[config.mk]
export PLATFORM = sky130hd
export DESIGN_NAME = halfword_fetch_unit
export DESIGN_NICKNAME = d
export VERILOG_FILES = /design/src/rtl/fetch_pkg.sv /design/src/rtl/fetch_align_chk.sv /design/src/rtl/fetch_len_decode.sv /design/src/rtl/fetch_ctrl.sv /design/src/rtl/halfword_fetch_unit.sv
export SDC_FILE = /design/constraint.sdc
export NUM_CORES = 1
export LEC_CHECK = 0
export CAP_MARGIN = 30
export CORE_ASPECT_RATIO = 0.75
export CORE_MARGIN = 2
export CORE_UTILIZATION = 48
export DETAILED_ROUTE_END_ITERATION = 8
export PLACE_DENSITY = 0.85
export SLEW_MARGIN = 20
export SYNTH_ARGS = -nofsm -noshare
export SYNTH_HDL_FRONTEND = slang
export SYNTH_HIERARCHICAL = 1
export SYNTH_SLANG_ARGS = --single-unit
[constraint.sdc]
create_clock -name clk -period 2.2 [get_ports clk]
set_input_delay 0.44 -clock clk [delete_from_list [all_inputs] [get_ports clk]]
set_output_delay 0.44 -clock clk [all_outputs]
set_load 0.01 [all_outputs]
[src/rtl/fetch_pkg.sv]
package fetch_pkg;

    localparam int HW_W   = 16;
    localparam int INSN_W = 2 * HW_W;

    typedef enum logic [2:0] {
        ST_IDLE,
        ST_XLATE_LO,
        ST_READ_LO,
        ST_XLATE_HI,
        ST_READ_HI,
        ST_DONE
    } fetch_state_e;

    typedef enum logic [1:0] {
        FC_NONE     = 2'b00,
        FC_MISALIGN = 2'b01,
        FC_ACCESS   = 2'b10
    } fetch_fault_e;

endpackage

[src/rtl/fetch_align_chk.sv]
module fetch_align_chk #(
    parameter bit COMP_EN = 1'b1
) (
    input  logic [1:0] addr_lsb_i,
    output logic       misaligned_o
);
    localparam logic WORD_ONLY = ~COMP_EN;

    always_comb begin
        misaligned_o = addr_lsb_i[0] | (addr_lsb_i[1] & WORD_ONLY);
    end
endmodule

[src/rtl/fetch_len_decode.sv]
module fetch_len_decode #(
    parameter bit COMP_EN = 1'b1
) (
    input  logic [1:0] op_lsb_i,
    output logic       is_short_o
);
    always_comb begin
        is_short_o = COMP_EN & (op_lsb_i != 2'b11);
    end
endmodule

[src/rtl/fetch_ctrl.sv]
module fetch_ctrl
    import fetch_pkg::*;
#(
    parameter int VA_W    = 32,
    parameter int PA_W    = 32,
    parameter bit COMP_EN = 1'b1
) (
    input  logic                clk,
    input  logic                rst_n,
    input  logic                start_i,
    input  logic [VA_W-1:0]     start_vaddr_i,
    input  logic                misaligned_i,
    input  logic                is_short_i,
    output logic                ready_o,
    output logic                done_o,
    output logic [INSN_W-1:0]   insn_o,
    output logic [1:0]          fault_code_o,
    output logic [VA_W-1:0]     fault_vaddr_o,
    output logic                xl_req_o,
    output logic [VA_W-1:0]     xl_vaddr_o,
    output logic                xl_fetch_o,
    input  logic                xl_rsp_i,
    input  logic [PA_W-1:0]     xl_paddr_i,
    input  logic                xl_fault_i,
    output logic                mem_req_o,
    output logic [PA_W-1:0]     mem_addr_o,
    input  logic                mem_rvalid_i,
    input  logic [HW_W-1:0]     mem_rdata_i
);
    localparam logic [VA_W-1:0] VA_STEP = VA_W'(HW_W / 8);
    localparam logic [PA_W-1:0] PA_STEP = PA_W'(HW_W / 8);
    localparam bit              SPLIT   = COMP_EN;

    typedef struct packed {
        fetch_state_e     state;
        logic [VA_W-1:0]  xva;
        logic [PA_W-1:0]  paddr;
        logic [HW_W-1:0]  lo;
        logic [HW_W-1:0]  hi;
        fetch_fault_e     code;
        logic [VA_W-1:0]  fva;
    } ctrl_s;

    ctrl_s ctrl_d, ctrl_q;

    always_comb begin
        ctrl_d = ctrl_q;
        unique case (ctrl_q.state)
            ST_IDLE: begin
                if (start_i) begin
                    ctrl_d.xva   = start_vaddr_i;
                    ctrl_d.lo    = '0;
                    ctrl_d.hi    = '0;
                    ctrl_d.code  = FC_NONE;
                    ctrl_d.fva   = '0;
                    if (misaligned_i) begin
                        ctrl_d.code  = FC_MISALIGN;
                        ctrl_d.fva   = start_vaddr_i;
                        ctrl_d.state = ST_DONE;
                    end else begin
                        ctrl_d.state = ST_XLATE_LO;
                    end
                end
            end
            ST_XLATE_LO, ST_XLATE_HI: begin
                if (xl_rsp_i) begin
                    if (xl_fault_i) begin
                        ctrl_d.code  = FC_ACCESS;
                        ctrl_d.fva   = ctrl_q.xva;
                        ctrl_d.state = ST_DONE;
                    end else begin
                        ctrl_d.paddr = xl_paddr_i;
                        ctrl_d.state = (ctrl_q.state == ST_XLATE_LO) ? ST_READ_LO : ST_READ_HI;
                    end
                end
            end
            ST_READ_LO: begin
                if (mem_rvalid_i) begin
                    ctrl_d.lo = mem_rdata_i;
                    if (is_short_i) begin
                        ctrl_d.state = ST_DONE;
                    end else if (SPLIT) begin
                        ctrl_d.xva   = ctrl_q.xva + VA_STEP;
                        ctrl_d.state = ST_XLATE_HI;
                    end else begin
                        ctrl_d.paddr = ctrl_q.paddr + PA_STEP;
                        ctrl_d.state = ST_READ_HI;
                    end
                end
            end
            ST_READ_HI: begin
                if (mem_rvalid_i) begin
                    ctrl_d.hi    = mem_rdata_i;
                    ctrl_d.state = ST_DONE;
                end
            end
            ST_DONE: begin
                ctrl_d.state = ST_IDLE;
            end
            default: begin
                ctrl_d.state = ST_IDLE;
            end
        endcase
    end

    always_ff @(posedge clk or negedge rst_n) begin
        if (!rst_n) begin
            ctrl_q <= '{state: ST_IDLE, code: FC_NONE, default: '0};
        end else begin
            ctrl_q <= ctrl_d;
        end
    end

    always_comb begin
        ready_o       = (ctrl_q.state == ST_IDLE);
        done_o        = (ctrl_q.state == ST_DONE);
        insn_o        = (ctrl_q.code == FC_NONE) ? {ctrl_q.hi, ctrl_q.lo} : '0;
        fault_code_o  = ctrl_q.code;
        fault_vaddr_o = ctrl_q.fva;
        xl_req_o      = (ctrl_q.state == ST_XLATE_LO) || (ctrl_q.state == ST_XLATE_HI);
        xl_vaddr_o    = ctrl_q.xva;
        xl_fetch_o    = 1'b1;
        mem_req_o     = (ctrl_q.state == ST_READ_LO) || (ctrl_q.state == ST_READ_HI);
        mem_addr_o    = ctrl_q.paddr;
    end
endmodule

[src/rtl/halfword_fetch_unit.sv]
module halfword_fetch_unit
    import fetch_pkg::*;
#(
    parameter int VA_W    = 32,
    parameter int PA_W    = 32,
    parameter bit COMP_EN = 1'b1
) (
    input  logic              clk,
    input  logic              rst_n,
    input  logic              start_i,
    input  logic [VA_W-1:0]   start_vaddr_i,
    output logic              ready_o,
    output logic              done_o,
    output logic [31:0]       insn_o,
    output logic [1:0]        fault_code_o,
    output logic [VA_W-1:0]   fault_vaddr_o,
    output logic              xl_req_o,
    output logic [VA_W-1:0]   xl_vaddr_o,
    output logic              xl_fetch_o,
    input  logic              xl_rsp_i,
    input  logic [PA_W-1:0]   xl_paddr_i,
    input  logic              xl_fault_i,
    output logic              mem_req_o,
    output logic [PA_W-1:0]   mem_addr_o,
    input  logic              mem_rvalid_i,
    input  logic [15:0]       mem_rdata_i
);
    logic misaligned;
    logic is_short;

    fetch_align_chk #(.COMP_EN(COMP_EN)) u_align (
        .addr_lsb_i   (start_vaddr_i[1:0]),
        .misaligned_o (misaligned)
    );

    fetch_len_decode #(.COMP_EN(COMP_EN)) u_len (
        .op_lsb_i   (mem_rdata_i[1:0]),
        .is_short_o (is_short)
    );

    fetch_ctrl #(.VA_W(VA_W), .PA_W(PA_W), .COMP_EN(COMP_EN)) u_ctrl (
        .clk           (clk),
        .rst_n         (rst_n),
        .start_i       (start_i),
        .start_vaddr_i (start_vaddr_i),
        .misaligned_i  (misaligned),
        .is_short_i    (is_short),
        .ready_o       (ready_o),
        .done_o        (done_o),
        .insn_o        (insn_o),
        .fault_code_o  (fault_code_o),
        .fault_vaddr_o (fault_vaddr_o),
        .xl_req_o      (xl_req_o),
        .xl_vaddr_o    (xl_vaddr_o),
        .xl_fetch_o    (xl_fetch_o),
        .xl_rsp_i      (xl_rsp_i),
        .xl_paddr_i    (xl_paddr_i),
        .xl_fault_i    (xl_fault_i),
        .mem_req_o     (mem_req_o),
        .mem_addr_o    (mem_addr_o),
        .mem_rvalid_i  (mem_rvalid_i),
        .mem_rdata_i   (mem_rdata_i)
    );
endmodule

==> results.toml, run 1 <==
[outcome]
outcome = "finished, final reports clean"

[setup_path]
r2r-start = "u_ctrl/ctrl_q[130]$_DFFE_PN0P_"
reg2regPathDepth = 6
path_max_fanout = 7
cp-start-kind = "flop"
endpoint_kind = "output pin"
rrSetupSlack_ns = 0.22
cp.arrival_ns = 1.63
r2r_end = "u_ctrl/fault_vaddr_o[24]$_DFFE_PN0P_"
cp_data_required_time_ns = 1.76
crit_type = "reg2out"

[synth]
syn_area_um2 = 7230
ys_seq_elements = 133
yosysSeqAreaShare = 0.461
synthCells = 765
syn_avg_cell_area_um2 = 9.45
synth-edff-count = 0
synth_ff_type = "dfrtp_1"
synthesis.nets = 852
yosys.cell_types.count = 67
async_reset_ff_frac = 1.00
ys_warn_count = 6

[detailed_routing]
met3_wirelength_um = 1800
drc = 0
top_layer_used = "met4"
drtPass1Iterations = 7
drt-wirelength-per-cell_um = 18.1
drtAntennaViolNets = 0
wl_met2_um = 9270
drt_iter0_drc = 763
wl_met1_um = 9160
vias_per_cell = 5.64
totalWireLength_um = 20500
vias = 6383

[die]
ios = 221
core_um2 = 14600
die_width_um = 146
die_area_um2 = 16100
chipHeight_um = 110
floorplan.initialDensity = 0.495
rows = 38

[timing]
setup_viol = 0
skew_ns = 0.00496
period_minus_slack_ns = 2.07
rsz0062_at_grt = "false"
fin_hold_ws_ns = 0.455
tns_ns = 0
final_hold_viol_count = 0
tightest_slew_ns = 0.632
fmax_mhz = 483
fin_crit_sh = 0.942
slew_viol_final = 0
relSlewSlack = 0.576

[clocking]
clk_latency_ns = 0.42
ctsLongestPathBuffers = 2
numCtsBuffers = 17
cts_num_sinks = 133
cts_tree = "built"
cts_htree_levels = 4
clockRootBuffer = "clkbuf_16"
clk_pin_slew_ns = 0.06

[layout]
design_area_um2 = 9880
drive_gt1_frac = 0.144
final_cell_mix = "clkdlybuf4s50_1, dfrtp_1, nand2_1, nand3_1, buf_4"
layout_commonest_cell = "clkdlybuf4s50_1"
nNetsFinal = 1007
n_antenna_cell = 0
synthToLayoutAreaGrowth_pct = 36.8
stdcell_count = 1132

[run]
maxCapViolCount = 0

[global_route]
grt_pass1_wl_um = 33000
antenna_found_initial = 0
grt_max_degree = 59
gr-total-overflow = 0
grt_pass1_vias = 6130
grt_use_total = 0.263

[power]
powerDensity_nw_per_um2 = 1390
p_leak_nw = 4.49
seqPwrFrac = 0.313
pwr-share-comb = 0.480
clkPwrFrac = 0.206
ir_drop_mv = 0.805
switching_share = 0.366
p_int_mw = 8.73
p_sw_mw = 5.03

[placement]
dpl.hpwl_um = 14700
gp_congestion = 0.922
dp_cells = 1099
io_buffers = 219
placed_area_um2 = 9320

[worst_hold_path]
whs_endpoint = "u_ctrl/ctrl_q[49]$_DFFE_PN0P_"
min_path_cells = 2
hold_start = "u_ctrl/ctrl_q[49]$_DFFE_PN0P_"
hold_path.class = "reg2reg"
-- cell usage after synthesis (3+ instances only) --
master | count | area [µm²]
nor3_1 | 29 | 145
nand4_1 | 6 | 37.5
nor4_1 | 3 | 18.8
clkbuf_1 | 27 | 101
o22a_1 | 3 | 26.3
buf_4 | 100 | 751
o22ai_1 | 12 | 75.1
o21ai_0 | 28 | 140
mux2_2 | 19 | 214
a21o_1 | 4 | 30.0
nand3_1 | 57 | 285
a2bb2oi_1 | 5 | 43.8
buf_1 | 5 | 18.8
a21oi_1 | 33 | 165
and2_1 | 17 | 106
buf_2 | 14 | 70.1
mux2_1 | 13 | 146
inv_1 | 53 | 199
and4_1 | 3 | 26.3
nand2b_1 | 4 | 25.0
nand2_1 | 61 | 229
buf_6 | 3 | 33.8
dfrtp_1 | 133 | 3330
a211oi_1 | 7 | 52.6
nor2_1 | 33 | 124
a31oi_1 | 7 | 43.8
a222oi_1 | 31 | 310
and3_1 | 7 | 43.8
or3_1 | 4 | 25.0
-- power groups by stage --
stage	clock (mW)	combinational, mW	sequential (mW)
detailed placement	0	6.65	4.34
global route	2.99	7.11	4.47
finish	2.84	6.61	4.31
floorplan	0	4.33	4.13
CTS	2.89	6.59	4.31
global placement	0	6.49	4.27
-- how the worst max path moves through the flow --
| stage | startpoint | end | slack, ns | cells after the start |
|---|---|---|---|---|
| CTS | u_ctrl/ctrl_q[132]$_DFFE_PN0P_ | mem_req_o | 0.12 | 3 |
| global route | u_ctrl/ctrl_q[131]$_DFFE_PN0P_ | mem_req_o | 0.007 | 5 |
| floorplan | u_ctrl/xl_vaddr_o[1]$_DFFE_PN0P_ | u_ctrl/xl_vaddr_o[27]$_DFFE_PN0P_ | 0.21 | 5 |
| detailed placement | mem_rdata_i[0] | u_ctrl/xl_vaddr_o[21]$_DFFE_PN0P_ | -0.21 | 9 |
| global placement | mem_rdata_i[0] | u_ctrl/xl_vaddr_o[23]$_DFFE_PN0P_ | -0.17 | 8 |
| finish | u_ctrl/ctrl_q[132]$_DFFE_PN0P_ | mem_req_o | 0.13 | 3 |
-- through the flow --
step                      total power [mW]  worst slack (ns)   util
after floorplan                       8.45             0.210      -
after global placement                10.8            -0.174  0.639
after detailed placement              11.0            -0.205  0.639
after CTS                             13.8             0.119  0.677
after global routing                  14.6           0.00673  0.677
final                                 13.8             0.128  0.677
-- repair_timing --
action                                  in CTS  in global routing
hold buffers                                 1                  0
setup buffers                                0                  0
endpoints found under the setup margin      36                  0
resized for setup                           38                  0
hold endpoints to repair                    37                  0
-- routing by layer --
layer  GRT usage  vias to the layer above
li1            -                     2914
met1       0.361                     3118
met2       0.413                      324
met3      0.0720                       27
met4      0.0784                        0
met5           0                        -
-- cells by family (layout without fill, tap and decap cells) --
logic type | count (synthesis) | after routing | synth area share
AOI/OAI and AO/OA | 151 | 151 | 0.149
muxes | 34 | 34 | 0.0526
buffers and inverters | 204 | 371 | 0.165
adders and majority gates | 1 | 1 | 0.00173
DFF | 133 | 133 | 0.461
other | 1 | 1 | 0.000519
and+or+nand+nor | 241 | 241 | 0.171
-- worst max-delay path, cell delays in order (launching register included) --
cell	delay, ns
dfrtp_2	0.45
or3b_1	0.38
nand2_1	0.10
dlygate4sd2_1	0.28
-- layout make-up --
| type | instances | area, µm² |
|---|---|---|
| flip-flops and latches | 133 | 3330 |
| fillers | 1142 | 4710 |
| clock buffers | 22 | 454 |
| repair buffers | 286 | 2780 |
| inverters | 54 | 203 |
| multi-input cells | 428 | 2740 |
| well taps | 200 | 250 |
| clock inverters | 9 | 129 |
-- flip-flops by register name, indices dropped and copies added (netlist names) --
register / count
u_ctrl/ctrl_q: 35
u_ctrl/fault_code_o: 2
u_ctrl/fault_vaddr_o: 32
u_ctrl/mem_addr_o: 32
u_ctrl/xl_vaddr_o: 32
(Power assumes the default switching activity.)
==> inputs of run 2 (changes only) <==
--- a/config.mk
+++ b/config.mk
@@ -5,11 +5,11 @@
 export SDC_FILE = /design/constraint.sdc
 export NUM_CORES = 1
 export LEC_CHECK = 0
-export CAP_MARGIN = 30
 export CORE_ASPECT_RATIO = 0.75
 export CORE_MARGIN = 2
 export CORE_UTILIZATION = 48
 export DETAILED_ROUTE_END_ITERATION = 8
+export HOLD_SLACK_MARGIN = 0.15
 export PLACE_DENSITY = 0.85
 export SLEW_MARGIN = 20
 export SYNTH_ARGS = -nofsm -noshare
==> run 2 against run 1 <==
Against the previous run: design area hardly changed; die area stayed put; power is 0.11% lower; routed wire length is 0.11% higher; critical path type unchanged; largest cell class unchanged; largest power group unchanged.
==> results.toml, run 2 (synthesized netlist as in run 1, its figures left out) <==
[global_route]
grt_use_total = 0.263
grt_pass1_vias = 6130
antenna_found_initial = 0
grt_max_degree = 59
grt_pass1_wl_um = 33000
gr-total-overflow = 0

[worst_hold_path]
hold_path.class = "reg2reg"

[timing]
tightest_slew_ns = 1.10
period_minus_slack_ns = 2.07
rsz0062_at_grt = "false"
fin_crit_sh = 0.942
fmax_mhz = 482
final_hold_viol_count = 0
setup_viol = 0
relSlewSlack = 0.266
tns_ns = 0
slew_viol_final = 0
skew_ns = 0.00456

[power]
powerDensity_nw_per_um2 = 1390
ir_drop_mv = 0.804
power_mw = 13.8
p_leak_nw = 4.48

[setup_path]
cp.arrival_ns = 1.63
endpoint_kind = "output pin"
cp-start-kind = "flop"
crit_type = "reg2out"
path_max_fanout = 7
crit_path_max_incr_delay_ns = 0.45
slowest_stage = "dfrtp_2"
cp_cell_sequence = "or3b_1 > nand2_1 > dlygate4sd2_1"
cp_data_required_time_ns = 1.76

[outcome]
outcome = "finished, final reports clean"

[layout]
drive_gt1_frac = 0.143
nNetsFinal = 1006
n_antenna_cell = 0
top_register = "u_ctrl/ctrl_q"
layout_commonest_cell = "clkdlybuf4s50_1"
final_util = 0.677
fill_cells = 1144
stdcell_count = 1131
design_area_um2 = 9880
seq_area_um2 = 3330
largest_reg_flops = 35
multiInputGateArea_um2 = 2740
final_cell_mix = "clkdlybuf4s50_1, dfrtp_1, nand2_1, nand3_1, buf_4"
synthToLayoutAreaGrowth_pct = 36.7

[detailed_routing]
drc = 0
vias = 6365
drt-wirelength-per-cell_um = 18.1
totalWireLength_um = 20500
drtAntennaViolNets = 0
vias_per_cell = 5.63
drtPass1Iterations = 7
drt_iter0_drc = 731

[die]
ios = 221
die_width_um = 146
floorplan.initialDensity = 0.495
chipHeight_um = 110
core_um2 = 14600
rows = 38
die_area_um2 = 16100

[clocking]
cts_tree = "built"
clk_latency_ns = 0.42
cts_num_sinks = 133
numCtsBuffers = 17
clockRootBuffer = "clkbuf_16"
cts_htree_levels = 4
ctsLongestPathBuffers = 2
clk_pin_slew_ns = 0.06

[placement]
io_buffers = 219
dp_cells = 1099
placed_area_um2 = 9320
dpl.hpwl_um = 14700
gp_congestion = 0.922

[run]
maxCapViolCount = 0
[run 2: changes by cell type in the layout (fill, tap and decap cells not counted)]
| cell | previous run | this run |
|---|---|---|
| buf_4 | 56 | 55 |
[run 2: path summary, 6_finish.rpt]
kind	start	end	slack (ns)	depth (start not counted)
setup / recovery	u_ctrl/ctrl_q[132]$_DFFE_PN0P_	mem_req_o	0.13	3
hold / removal	u_ctrl/ctrl_q[49]$_DFFE_PN0P_	u_ctrl/ctrl_q[49]$_DFFE_PN0P_	0.45	2
setup reg to reg	u_ctrl/ctrl_q[130]$_DFFE_PN0P_	u_ctrl/fault_vaddr_o[24]$_DFFE_PN0P_	0.21	6
hold reg to reg	u_ctrl/ctrl_q[49]$_DFFE_PN0P_	u_ctrl/ctrl_q[49]$_DFFE_PN0P_	0.45	2
max in group asynchronous	rst_n	u_ctrl/mem_addr_o[17]$_DFFE_PN0P_	1.05	3
min in group asynchronous	rst_n	u_ctrl/ctrl_q[39]$_DFFE_PN0P_	0.50	2
[run 2: where the power goes]
part           internal, mW  switching (mW)  total, mW
combinational          3.43            3.17       6.59
sequential             3.50           0.818       4.31
clock                  1.80            1.04       2.84
total                  8.72            5.03       13.8
[run 2: routing by layer]
metal | wire length (µm) | GRT usage
met3 | 1980 | 0.0720
met5 | 0 | 0
met2 | 9300 | 0.413
met4 | 283 | 0.0784
met1 | 8940 | 0.361
[run 2: timing repair]
item | 4_1_cts | 5_1_grt
setup endpoints to repair | 36 | 0
hold buffers | 1 | 0
endpoints found under the hold margin | 37 | 0
gates resized for setup | 38 | 0
buffers inserted | 0 | 0
[run 2: final cells by class]
cell class	count	area share
inverters	54	0.0205
well taps	200	0.0253
flip-flops and latches	133	0.337
multi-input cells	428	0.277
clock inverters	9	0.0130
repair buffers	285	0.281
clock buffers	22	0.0460
[run 2: critical path: cells and delay by family, from the launching register on]
family | cells | cell delay [ns]
buffers and inverters | 1 | 0.28
flip-flops | 1 | 0.45
AND/OR/NAND/NOR | 2 | 0.48
[run 2: per-stage QoR]
stage	worst slack, ns	hold WS [ns]
global route	0.00673	0.487
floorplan	0.210	0.144
global placement	-0.174	0.380
CTS	0.119	0.461
finish	0.127	0.454
detailed placement	-0.205	0.385
